===== config.mk =====
export PLATFORM = sky130hd
export DESIGN_NAME = smul_seq
export DESIGN_NICKNAME = d
export VERILOG_FILES = /design/src/rtl/smul_pkg.sv /design/src/rtl/smul_addsub.sv /design/src/rtl/smul_ctrl.sv /design/src/rtl/smul_dpath.sv /design/src/rtl/smul_seq.sv
export SDC_FILE = /design/constraint.sdc
export NUM_CORES = 1
export LEC_CHECK = 0
export ABC_AREA = 1
export BUFFER_PORTS_ARGS = -buffer_cell sky130_fd_sc_hd__buf_2
export CAP_MARGIN = 40
export CORE_ASPECT_RATIO = 0.9
export CORE_MARGIN = 3
export CORE_UTILIZATION = 40
export DETAILED_ROUTE_END_ITERATION = 6
export GPL_ROUTABILITY_DRIVEN = 0
export SYNTH_ARGS = -nofsm -noshare
export SYNTH_HDL_FRONTEND = slang
export SYNTH_SLANG_ARGS = --single-unit

===== constraint.sdc =====
create_clock -name clk -period 3.64 [get_ports clk]
set_input_delay 0.546 -clock clk [delete_from_list [all_inputs] [get_ports clk]]
set_output_delay 0.546 -clock clk [all_outputs]
set_load 0.05 [all_outputs]

===== src/rtl/smul_pkg.sv =====
package smul_pkg;

   localparam int NUM_ST = 8;

   // Controller states; index positions matter for the one-hot vector
   localparam int IX_IDLE = 0;
   localparam int IX_LDM  = 1;
   localparam int IX_LDQ  = 2;
   localparam int IX_ADD  = 3;
   localparam int IX_SHF  = 4;
   localparam int IX_SUB  = 5;
   localparam int IX_OUTH = 6;
   localparam int IX_OUTL = 7;

   typedef enum logic [2:0] {
      ST_IDLE = 3'd0,
      ST_LDM  = 3'd1,
      ST_LDQ  = 3'd2,
      ST_ADD  = 3'd3,
      ST_SHF  = 3'd4,
      ST_SUB  = 3'd5,
      ST_OUTH = 3'd6,
      ST_OUTL = 3'd7
   } smul_st_e;

   typedef struct packed {
      logic idle;      // controller waiting
      logic ld_m;      // clear acc/count/flag, capture multiplicand
      logic ld_q;      // capture multiplier
      logic alu_en;    // adder result into accumulator
      logic alu_sub;   // subtract and clear multiplier bit 0
      logic shift;     // pair shift and count
      logic drv_hi;    // accumulator onto output
      logic drv_lo;    // multiplier register onto output
   } smul_ctrl_t;

   function automatic smul_ctrl_t smul_decode(input logic [NUM_ST-1:0] sv);
      smul_ctrl_t c;
      c.idle    = sv[IX_IDLE];
      c.ld_m    = sv[IX_LDM];
      c.ld_q    = sv[IX_LDQ];
      c.alu_en  = sv[IX_ADD] | sv[IX_SUB];
      c.alu_sub = sv[IX_SUB];
      c.shift   = sv[IX_SHF];
      c.drv_hi  = sv[IX_OUTH];
      c.drv_lo  = sv[IX_OUTL];
      return c;
   endfunction

endpackage


===== src/rtl/smul_addsub.sv =====
module smul_addsub #(
   parameter int W      = 8,
   parameter bit RIPPLE = 1'b1
) (
   input  logic [W-1:0] a,
   input  logic [W-1:0] b,
   input  logic         sub,
   output logic [W-1:0] sum
);

   logic [W-1:0] b_x;

   assign b_x = sub ? ~b : b;

   generate
      if (RIPPLE) begin : g_ripple
         logic [W-1:0] cy;
         assign cy[0] = sub;
         for (genvar i = 0; i < W; i++) begin : g_bit
            assign sum[i] = a[i] ^ b_x[i] ^ cy[i];
            if (i < W - 1) begin : g_cy
               assign cy[i+1] = (a[i] & b_x[i]) | (cy[i] & (a[i] ^ b_x[i]));
            end
         end
      end else begin : g_infer
         assign sum = a + b_x + {{(W-1){1'b0}}, sub};
      end
   endgenerate

endmodule


===== src/rtl/smul_ctrl.sv =====
module smul_ctrl
   import smul_pkg::*;
#(
   parameter bit ONE_HOT = 1'b1
) (
   input  logic       clk,
   input  logic       rst_n,
   input  logic       start,
   input  logic       bit_ldq,   // multiplier bit 0 arriving on the bus
   input  logic       bit_nxt,   // multiplier bit that follows the shift
   input  logic       last,      // this shift is the final one
   output smul_ctrl_t ctrl
);

   logic [NUM_ST-1:0] sv;

   generate
      if (ONE_HOT) begin : g_onehot
         logic [NUM_ST-1:0] oh_q, oh_d;

         always_comb begin
            oh_d          = '0;
            oh_d[IX_IDLE] = (oh_q[IX_IDLE] & ~start) | oh_q[IX_OUTL];
            oh_d[IX_LDM]  = oh_q[IX_IDLE] & start;
            oh_d[IX_LDQ]  = oh_q[IX_LDM];
            oh_d[IX_ADD]  = (oh_q[IX_LDQ] & bit_ldq)
                          | (oh_q[IX_SHF] & ~last & bit_nxt);
            oh_d[IX_SHF]  = (oh_q[IX_LDQ] & ~bit_ldq) | oh_q[IX_ADD]
                          | (oh_q[IX_SHF] & ~last & ~bit_nxt);
            oh_d[IX_SUB]  = oh_q[IX_SHF] & last & bit_nxt;
            oh_d[IX_OUTH] = (oh_q[IX_SHF] & last & ~bit_nxt) | oh_q[IX_SUB];
            oh_d[IX_OUTL] = oh_q[IX_OUTH];
         end

         always_ff @(posedge clk or negedge rst_n) begin
            if (!rst_n) oh_q <= NUM_ST'(1);
            else        oh_q <= oh_d;
         end

         assign sv = oh_q;
      end else begin : g_binary
         smul_st_e st_q, st_d;

         always_comb begin
            st_d = st_q;
            case (st_q)
               ST_IDLE: if (start) st_d = ST_LDM;
               ST_LDM:  st_d = ST_LDQ;
               ST_LDQ:  st_d = bit_ldq ? ST_ADD : ST_SHF;
               ST_ADD:  st_d = ST_SHF;
               ST_SHF: begin
                  if (last) st_d = bit_nxt ? ST_SUB : ST_OUTH;
                  else      st_d = bit_nxt ? ST_ADD : ST_SHF;
               end
               ST_SUB:  st_d = ST_OUTH;
               ST_OUTH: st_d = ST_OUTL;
               ST_OUTL: st_d = ST_IDLE;
               default: st_d = ST_IDLE;
            endcase
         end

         always_ff @(posedge clk or negedge rst_n) begin
            if (!rst_n) st_q <= ST_IDLE;
            else        st_q <= st_d;
         end

         assign sv = NUM_ST'(1) << st_q;
      end
   endgenerate

   assign ctrl = smul_decode(sv);

endmodule


===== src/rtl/smul_dpath.sv =====
module smul_dpath
   import smul_pkg::*;
#(
   parameter int W      = 8,
   parameter bit RIPPLE = 1'b1
) (
   input  logic         clk,
   input  logic         rst_n,
   input  smul_ctrl_t   ctrl,
   input  logic [W-1:0] in_bus,
   output logic         bit_ldq,
   output logic         bit_nxt,
   output logic         last,
   output logic [W-1:0] out_bus
);

   localparam int CW = (W > 2) ? $clog2(W) : 1;
   localparam logic [CW-1:0] LAST_CNT = CW'(W - 2);

   logic [W-1:0]  acc, mq, mcand, sum;
   logic          flag;
   logic [CW-1:0] cnt;

   smul_addsub #(.W(W), .RIPPLE(RIPPLE)) addsub_i (
      .a   (acc),
      .b   (mcand),
      .sub (ctrl.alu_sub),
      .sum (sum)
   );

   always_ff @(posedge clk or negedge rst_n) begin
      if (!rst_n) begin
         acc   <= '0;
         mq    <= '0;
         mcand <= '0;
         flag  <= 1'b0;
         cnt   <= '0;
      end else begin
         if (ctrl.ld_m) begin
            acc   <= '0;
            cnt   <= '0;
            flag  <= 1'b0;
            mcand <= in_bus;
         end
         if (ctrl.ld_q) mq <= in_bus;
         if (ctrl.alu_en) begin
            acc <= sum;
            if (ctrl.alu_sub) mq[0] <= 1'b0;
            else              flag  <= (mcand[W-1] & mq[0]) | flag;
         end
         if (ctrl.shift) begin
            acc <= {flag, acc[W-1:1]};
            mq  <= {acc[0], mq[W-1:1]};
            cnt <= cnt + 1'b1;
         end
      end
   end

   assign bit_ldq = in_bus[0];
   assign bit_nxt = mq[1];
   assign last    = (cnt == LAST_CNT);

   always_comb begin
      if (ctrl.drv_hi)      out_bus = acc;
      else if (ctrl.drv_lo) out_bus = mq;
      else                  out_bus = '0;
   end

endmodule


===== src/rtl/smul_seq.sv =====
module smul_seq
   import smul_pkg::*;
#(
   parameter int W       = 8,
   parameter bit ONE_HOT = 1'b1,
   parameter bit RIPPLE  = 1'b1
) (
   input  logic         clk,
   input  logic         rst_n,
   input  logic         start,
   input  logic [W-1:0] in_bus,
   output logic [W-1:0] out_bus,
   output logic         out_hi_vld,
   output logic         out_lo_vld,
   output logic         done
);

   generate
      if (W < 2) begin : g_bad_width
         $error("smul_seq: W must be at least 2");
      end
   endgenerate

   smul_ctrl_t ctrl;
   logic       bit_ldq, bit_nxt, last;

   smul_ctrl #(.ONE_HOT(ONE_HOT)) ctrl_i (
      .clk     (clk),
      .rst_n   (rst_n),
      .start   (start),
      .bit_ldq (bit_ldq),
      .bit_nxt (bit_nxt),
      .last    (last),
      .ctrl    (ctrl)
   );

   smul_dpath #(.W(W), .RIPPLE(RIPPLE)) dpath_i (
      .clk     (clk),
      .rst_n   (rst_n),
      .ctrl    (ctrl),
      .in_bus  (in_bus),
      .bit_ldq (bit_ldq),
      .bit_nxt (bit_nxt),
      .last    (last),
      .out_bus (out_bus)
   );

   assign out_hi_vld = ctrl.drv_hi;
   assign out_lo_vld = ctrl.drv_lo;
   assign done       = ctrl.idle;

endmodule


# Word level (Yosys, flattened, before mapping)
# Cells that the tools add are included.
dict set report word_totals {
  regBits 36
  inputBits 11
  out_inout_bits 11
  word_cells 87
}
dict set report classes {
  addsub 1
  eq_ne 1
  mux 15
  bitwise_logic 60
  reduce_logical 3
}
# operator n
set ops {}
lappend ops {{$mux W8} 8}
lappend ops {{$and A1 B1 Y1} 25}
lappend ops {{$xor A1 B1 Y1} 16}
lappend ops {{$or A1 B1 Y1} 14}
lappend ops {{$not A8 Y8} 1}
lappend ops {{$mux W3} 2}
lappend ops {{$mux W1} 5}
lappend ops {{$not A1 Y1} 4}
lappend ops {{$reduce_bool A2 Y1} 2}
lappend ops {{$add A3 B1 Y3 const B} 1}
lappend ops {{$eq A3 B3 Y1 const B} 1}
lappend ops {{$reduce_bool A3 Y1} 1}

# Longest topological paths before layout
dict set report logic_depth {
  ltp_word 20
  depth_mapped 18
  ltp_nobuf 17
}

# By module
# From an unflattened synthesis, not the netlist that was laid out.
dict set report unflattened {
  cells_unflattened 293
  hier_area_um2 2180.8
}
# module instances cells_each area_per_inst_um2 seq_area_each_um2
set modules_own_cells {}
lappend modules_own_cells {smul_dpath 1 204 1495.2 700.7}
lappend modules_own_cells {smul_addsub 1 57 350.3 0.0}
lappend modules_own_cells {smul_ctrl 1 32 335.3 201.4}

# Worst setup path before layout
# Ideal clock, no wire load.
dict set report synth_path {
  path_type {register -> register}
  startpoint {reg ctrl_i.g_onehot.oh_q[5]}
  endpoint {reg dpath_i.acc[7]}
  setup_ns 0.124
  arrival_ns 3.362
  required_ns 3.516
  setup_slack_ns 0.154
  stages_incl_launch_ff 16
  path_buffers 1
  synth_period_minus_slack_ns 3.486
  cell_sequence {dfrtp_1 buf_6 xor2_1 fa_1 fa_1 fa_1 fa_1 inv_1 fa_1 inv_1 fa_1 xnor2_1 nand2_1 nand2_1 nand2_1 nand3_1}
}
dict set report synth_via {
  elab_chain_cells 19
  elab_cells_between_ends 35
  classes_between {mux (3); bitwise (31); reduce/logical (1)}
}
# element line
set synth_rtl {}
lappend synth_rtl {{start: declaration} smul_ctrl.sv:19} ;# logic [NUM_ST-1:0] oh_q, oh_d;
lappend synth_rtl {{start signal: assignment} smul_ctrl.sv:37} ;# else oh_q <= oh_d;
lappend synth_rtl {{$mux W8} smul_addsub.sv:13} ;# assign b_x = sub ? ~b : b;
lappend synth_rtl {{$xor A1 B1 Y1} smul_addsub.sv:22} ;# assign cy[i+1] = (a[i] & b_x[i]) | (cy[i] & (a[i] ^ b_x[i]));
lappend synth_rtl {{$and A1 B1 Y1} smul_addsub.sv:22}
lappend synth_rtl {{$or A1 B1 Y1} smul_addsub.sv:22}
lappend synth_rtl {{$and A1 B1 Y1} smul_addsub.sv:22}
lappend synth_rtl {{$or A1 B1 Y1} smul_addsub.sv:22}
lappend synth_rtl {{$and A1 B1 Y1} smul_addsub.sv:22}
lappend synth_rtl {{$or A1 B1 Y1} smul_addsub.sv:22}
lappend synth_rtl {{[3 not listed]} n/a}
lappend synth_rtl {{$or A1 B1 Y1} smul_addsub.sv:22}
lappend synth_rtl {{$and A1 B1 Y1} smul_addsub.sv:22}
lappend synth_rtl {{$or A1 B1 Y1} smul_addsub.sv:22}
lappend synth_rtl {{$and A1 B1 Y1} smul_addsub.sv:22}
lappend synth_rtl {{$or A1 B1 Y1} smul_addsub.sv:22}
lappend synth_rtl {{$xor A1 B1 Y1} smul_addsub.sv:20} ;# assign sum[i] = a[i] ^ b_x[i] ^ cy[i];
lappend synth_rtl {{$mux W8} smul_dpath.sv:46} ;# if (ctrl.alu_en) begin
lappend synth_rtl {{$mux W8} smul_dpath.sv:51} ;# if (ctrl.shift) begin
lappend synth_rtl {{end signal: assignment} smul_dpath.sv:47} ;# acc <= sum;
lappend synth_rtl {{end signal: assignment} smul_dpath.sv:52} ;# acc <= {flag, acc[W-1:1]};
lappend synth_rtl {{end: declaration} smul_dpath.sv:20} ;# logic [W-1:0] acc, mq, mcand, sum;
# Several ways; a longest one is shown, not always the timed one.
# A chain may end at the register's enable or synchronous reset.

# Worst setup path after layout
# Same ends and word-level chain as after synthesis.

==> flow_summary.yaml <==
route:
  viasPerCell: 4.94
  route.detailed.drc: 0
  vias: 1414
  routed_wirelength_mm: 4.13
  ant_nets: 0
  wl_per_cell_um: 14.5
  drt-initial-drc-count: 70
  drt-pass1-iter-count: 4
placement:
  hpwl_mm: 3.07
  placed_area_um2: 2040
  io_buffers: 21
sta:
  max-slew-margin-rel_pct: 68.9
  slew_viol_final: 0
  finClkSkew_ps: 5.62
  fin_crit_sh_pct: 94.9
  setup_violations: 0
  tightest_slew_ps: 467
  rsz0062_at_grt: "false"
  fin_tns_setup_ps: 0
  period_minus_slack_ps: 3460
  hold_viol_final: 0
  fmax_mhz: 289
synth:
  synth_edf_count: 0
  syn-instance-count: 198
  syn_area_um2: 1860
  synth_top_area_share_pct: 47.1
  yosys_warnings: 0
  synth_nets: 217
  synth_top_area_cell: "dfrtp_1"
  ys_seq_area_share_pct: 48.6
  ys_seq_elements: 36
  synthArstFlopShare_pct: 100
  yosysMostFrequentCell: "nand2_1"
  synth.area.top_cells: "dfrtp_1, nand2_1, fa_1"
  netlist_top_cells_count: "nand2_1, dfrtp_1, inv_1"
  postSynthAreaPerCell_um2: 9.38
  synth_cell_type_count: 28
  synthFlopType: "dfrtp_1"
critical_path:
  start_kind: "register"
  cp_max_fo: 4
  worstPathArrival_ps: 3620
  endpoint_kind: "register"
  path_class: "register to register"
  required_ps: 3810
pwr:
  total_leakage_power_uw: 0.00106
  power.density_nw_per_um2: 766
  ir_drop_v: 0.000287
global_route:
  antenna_found_initial: 0
  grt_start_max_net_pins: 28
  grt_pass1_wl_mm: 6.91
  overflow: 0
  grt_pass1_vias: 1368
  track_usage_pct: 16.4
clocking:
  cts.path.max_buffers: 2
  cts_sinks: 36
  cts_tree: "built"
  hold_buffers: 0
  ctsResizeCount: 0
  worstSkewPairLatency_ps: 280
  htree_levels: 2
  cts_buffers: 5
  path_clk_slew_ps: 80
  postCtsSetupBuffers: 0
  root_buffer: "clkbuf_8"
die:
  die_h_um: 70.7
  core_area_um2: 4270
  die_w_um: 77.8
  ios: 22
  dieArea_um2: 5500
  start_util_pct: 43.5
  rows: 22
finish:
  nFillCells: 414
  diodes: 0
  layout-drive-gt1-share_pct: 20.4
  area_delta_synth_final_pct: 16.2
  nets: 244
  stdcell_area_um2: 2160
run:
  max_cap_viol_count: 0
worst_hold_path:
  hold_class: "input port to asynchronous set/reset pin"
outcome:
  status: "finished, final reports clean"
-- flip-flops by register name, indices dropped and copies added, names as in the netlist --
name and cells:
dpath_i.mq 8, ctrl_i.g_onehot.oh_q 8, dpath_i.flag 1, dpath_i.acc 8
dpath_i.cnt 3, dpath_i.mcand 8
-- metrics by stage --
step           hold WS, ps  setup slack [ps]  power [uW]  util [%]  cells
3_5_place_dp           450              51.7        1310      47.8    278
6_report               204               185        1650      50.6    286
2_1_floorplan          250               154        1160         -    198
3_3_place_gp           450              98.0        1290      47.1    277
5_1_grt                219              27.4        1800      50.6    286
4_1_cts                209              48.6        1660      50.3    286
-- worst max-delay path, cell delays in order (launching register included) --
cell and delay (ps):
dfrtp_2 450, xor2_1 190, fa_1 450, fa_1 440
fa_2 380, fa_1 400, inv_1 90, fa_1 160
inv_1 50, fa_2 390, xnor2_2 150, nand2_1 50
nand2_1 50, nand2_1 50, nand3_1 60
-- kinds of logic (layout without fill, tap and decap cells) --
kind of cell / after synthesis / count (layout) / share of synthesized area [%]
AND/OR/NAND/NOR: 77 / 77 / 17.6
XOR/XNOR: 8 / 8 / 3.77
flip-flops: 36 / 36 / 48.6
adder cells (fa/ha/maj): 8 / 8 / 7.81
AO/OA/AOI/OAI: 34 / 34 / 13.2
buffers and inverters: 35 / 63 / 9.02
-- cell type report --
| cell class | count | area [um^2] | share of cell area (%) |
|---|---|---|---|
| sequential | 36 | 903 | 41.8 |
| multi-input combinational | 127 | 801 | 37.1 |
| timing repair buffer | 25 | 155 | 7.18 |
| inverter | 30 | 118 | 5.45 |
| tap | 60 | 75.1 | 3.48 |
| clock buffer | 6 | 72.6 | 3.36 |
| clock inverter | 2 | 35.0 | 1.62 |
-- routing by layer --
metal / global-route usage [%] / vias to the layer above / part of all wire (%)
met5: 0 / - / 0
met3: 3.94 / 5 / 3.5
met4: 5.93 / 0 / 1.0
met2: 23.3 / 21 / 46
li1: - / 701 / -
met1: 24.2 / 687 / 50
-- path summary, 6_finish.rpt --
| kind | start | end | slack, ps | depth (start not counted) |
|---|---|---|---|---|
| worst max-delay path | ctrl_i.g_onehot.oh_q[5] | dpath_i.acc[7] | 180 | 14 |
| worst min-delay path | rst_n | ctrl_i.g_onehot.oh_q[7] | 200 | 1 |
| worst max register to register | ctrl_i.g_onehot.oh_q[5] | dpath_i.acc[7] | 180 | 14 |
| worst min register to register | ctrl_i.g_onehot.oh_q[6] | ctrl_i.g_onehot.oh_q[7] | 450 | 0 |
| max in group asynchronous | rst_n | ctrl_i.g_onehot.oh_q[5] | 2980 | 2 |
| min in group clk | start | ctrl_i.g_onehot.oh_q[0] | 420 | 2 |
-- placed cells by master, fill, tap and decap left out --
| master | count |
|---|---|
| a21oi_1 | 1 |
| buf_16 | 1 |
| buf_2 | 21 |
| buf_4 | 3 |
| bufinv_16 | 1 |
| clkbuf_1 | 1 |
| clkbuf_8 | 5 |
| clkinv_1 | 1 |
| clkinv_2 | 1 |
| dfrtp_1 | 34 |
| dfrtp_2 | 1 |
| dfstp_2 | 1 |
| fa_1 | 4 |
| fa_2 | 2 |
| ha_1 | 2 |
| inv_1 | 25 |
| inv_2 | 2 |
| inv_4 | 2 |
| nand2_1 | 56 |
| nand2_2 | 2 |
| nand2_4 | 1 |
| nand3_1 | 15 |
| nor2_1 | 2 |
| nor2_4 | 1 |
| o2111ai_1 | 1 |
| o211ai_1 | 5 |
| o21ai_0 | 7 |
| o21ai_1 | 3 |
| o21bai_1 | 1 |
| o221ai_1 | 8 |
| o22ai_1 | 6 |
| o31ai_1 | 1 |
| o31ai_4 | 1 |
| xnor2_1 | 2 |
| xnor2_2 | 1 |
| xor2_1 | 5 |
-- report_power, final --
| part | switching, uW | leakage, uW | total, uW | internal, uW |
|---|---|---|---|---|
| combinational | 389 | 0.000545 | 631 | 243 |
| sequential | 127 | 0.000462 | 677 | 549 |
| clock | 144 | 0.0000552 | 347 | 203 |
Note: power is estimated with default switching activity, not from simulation.
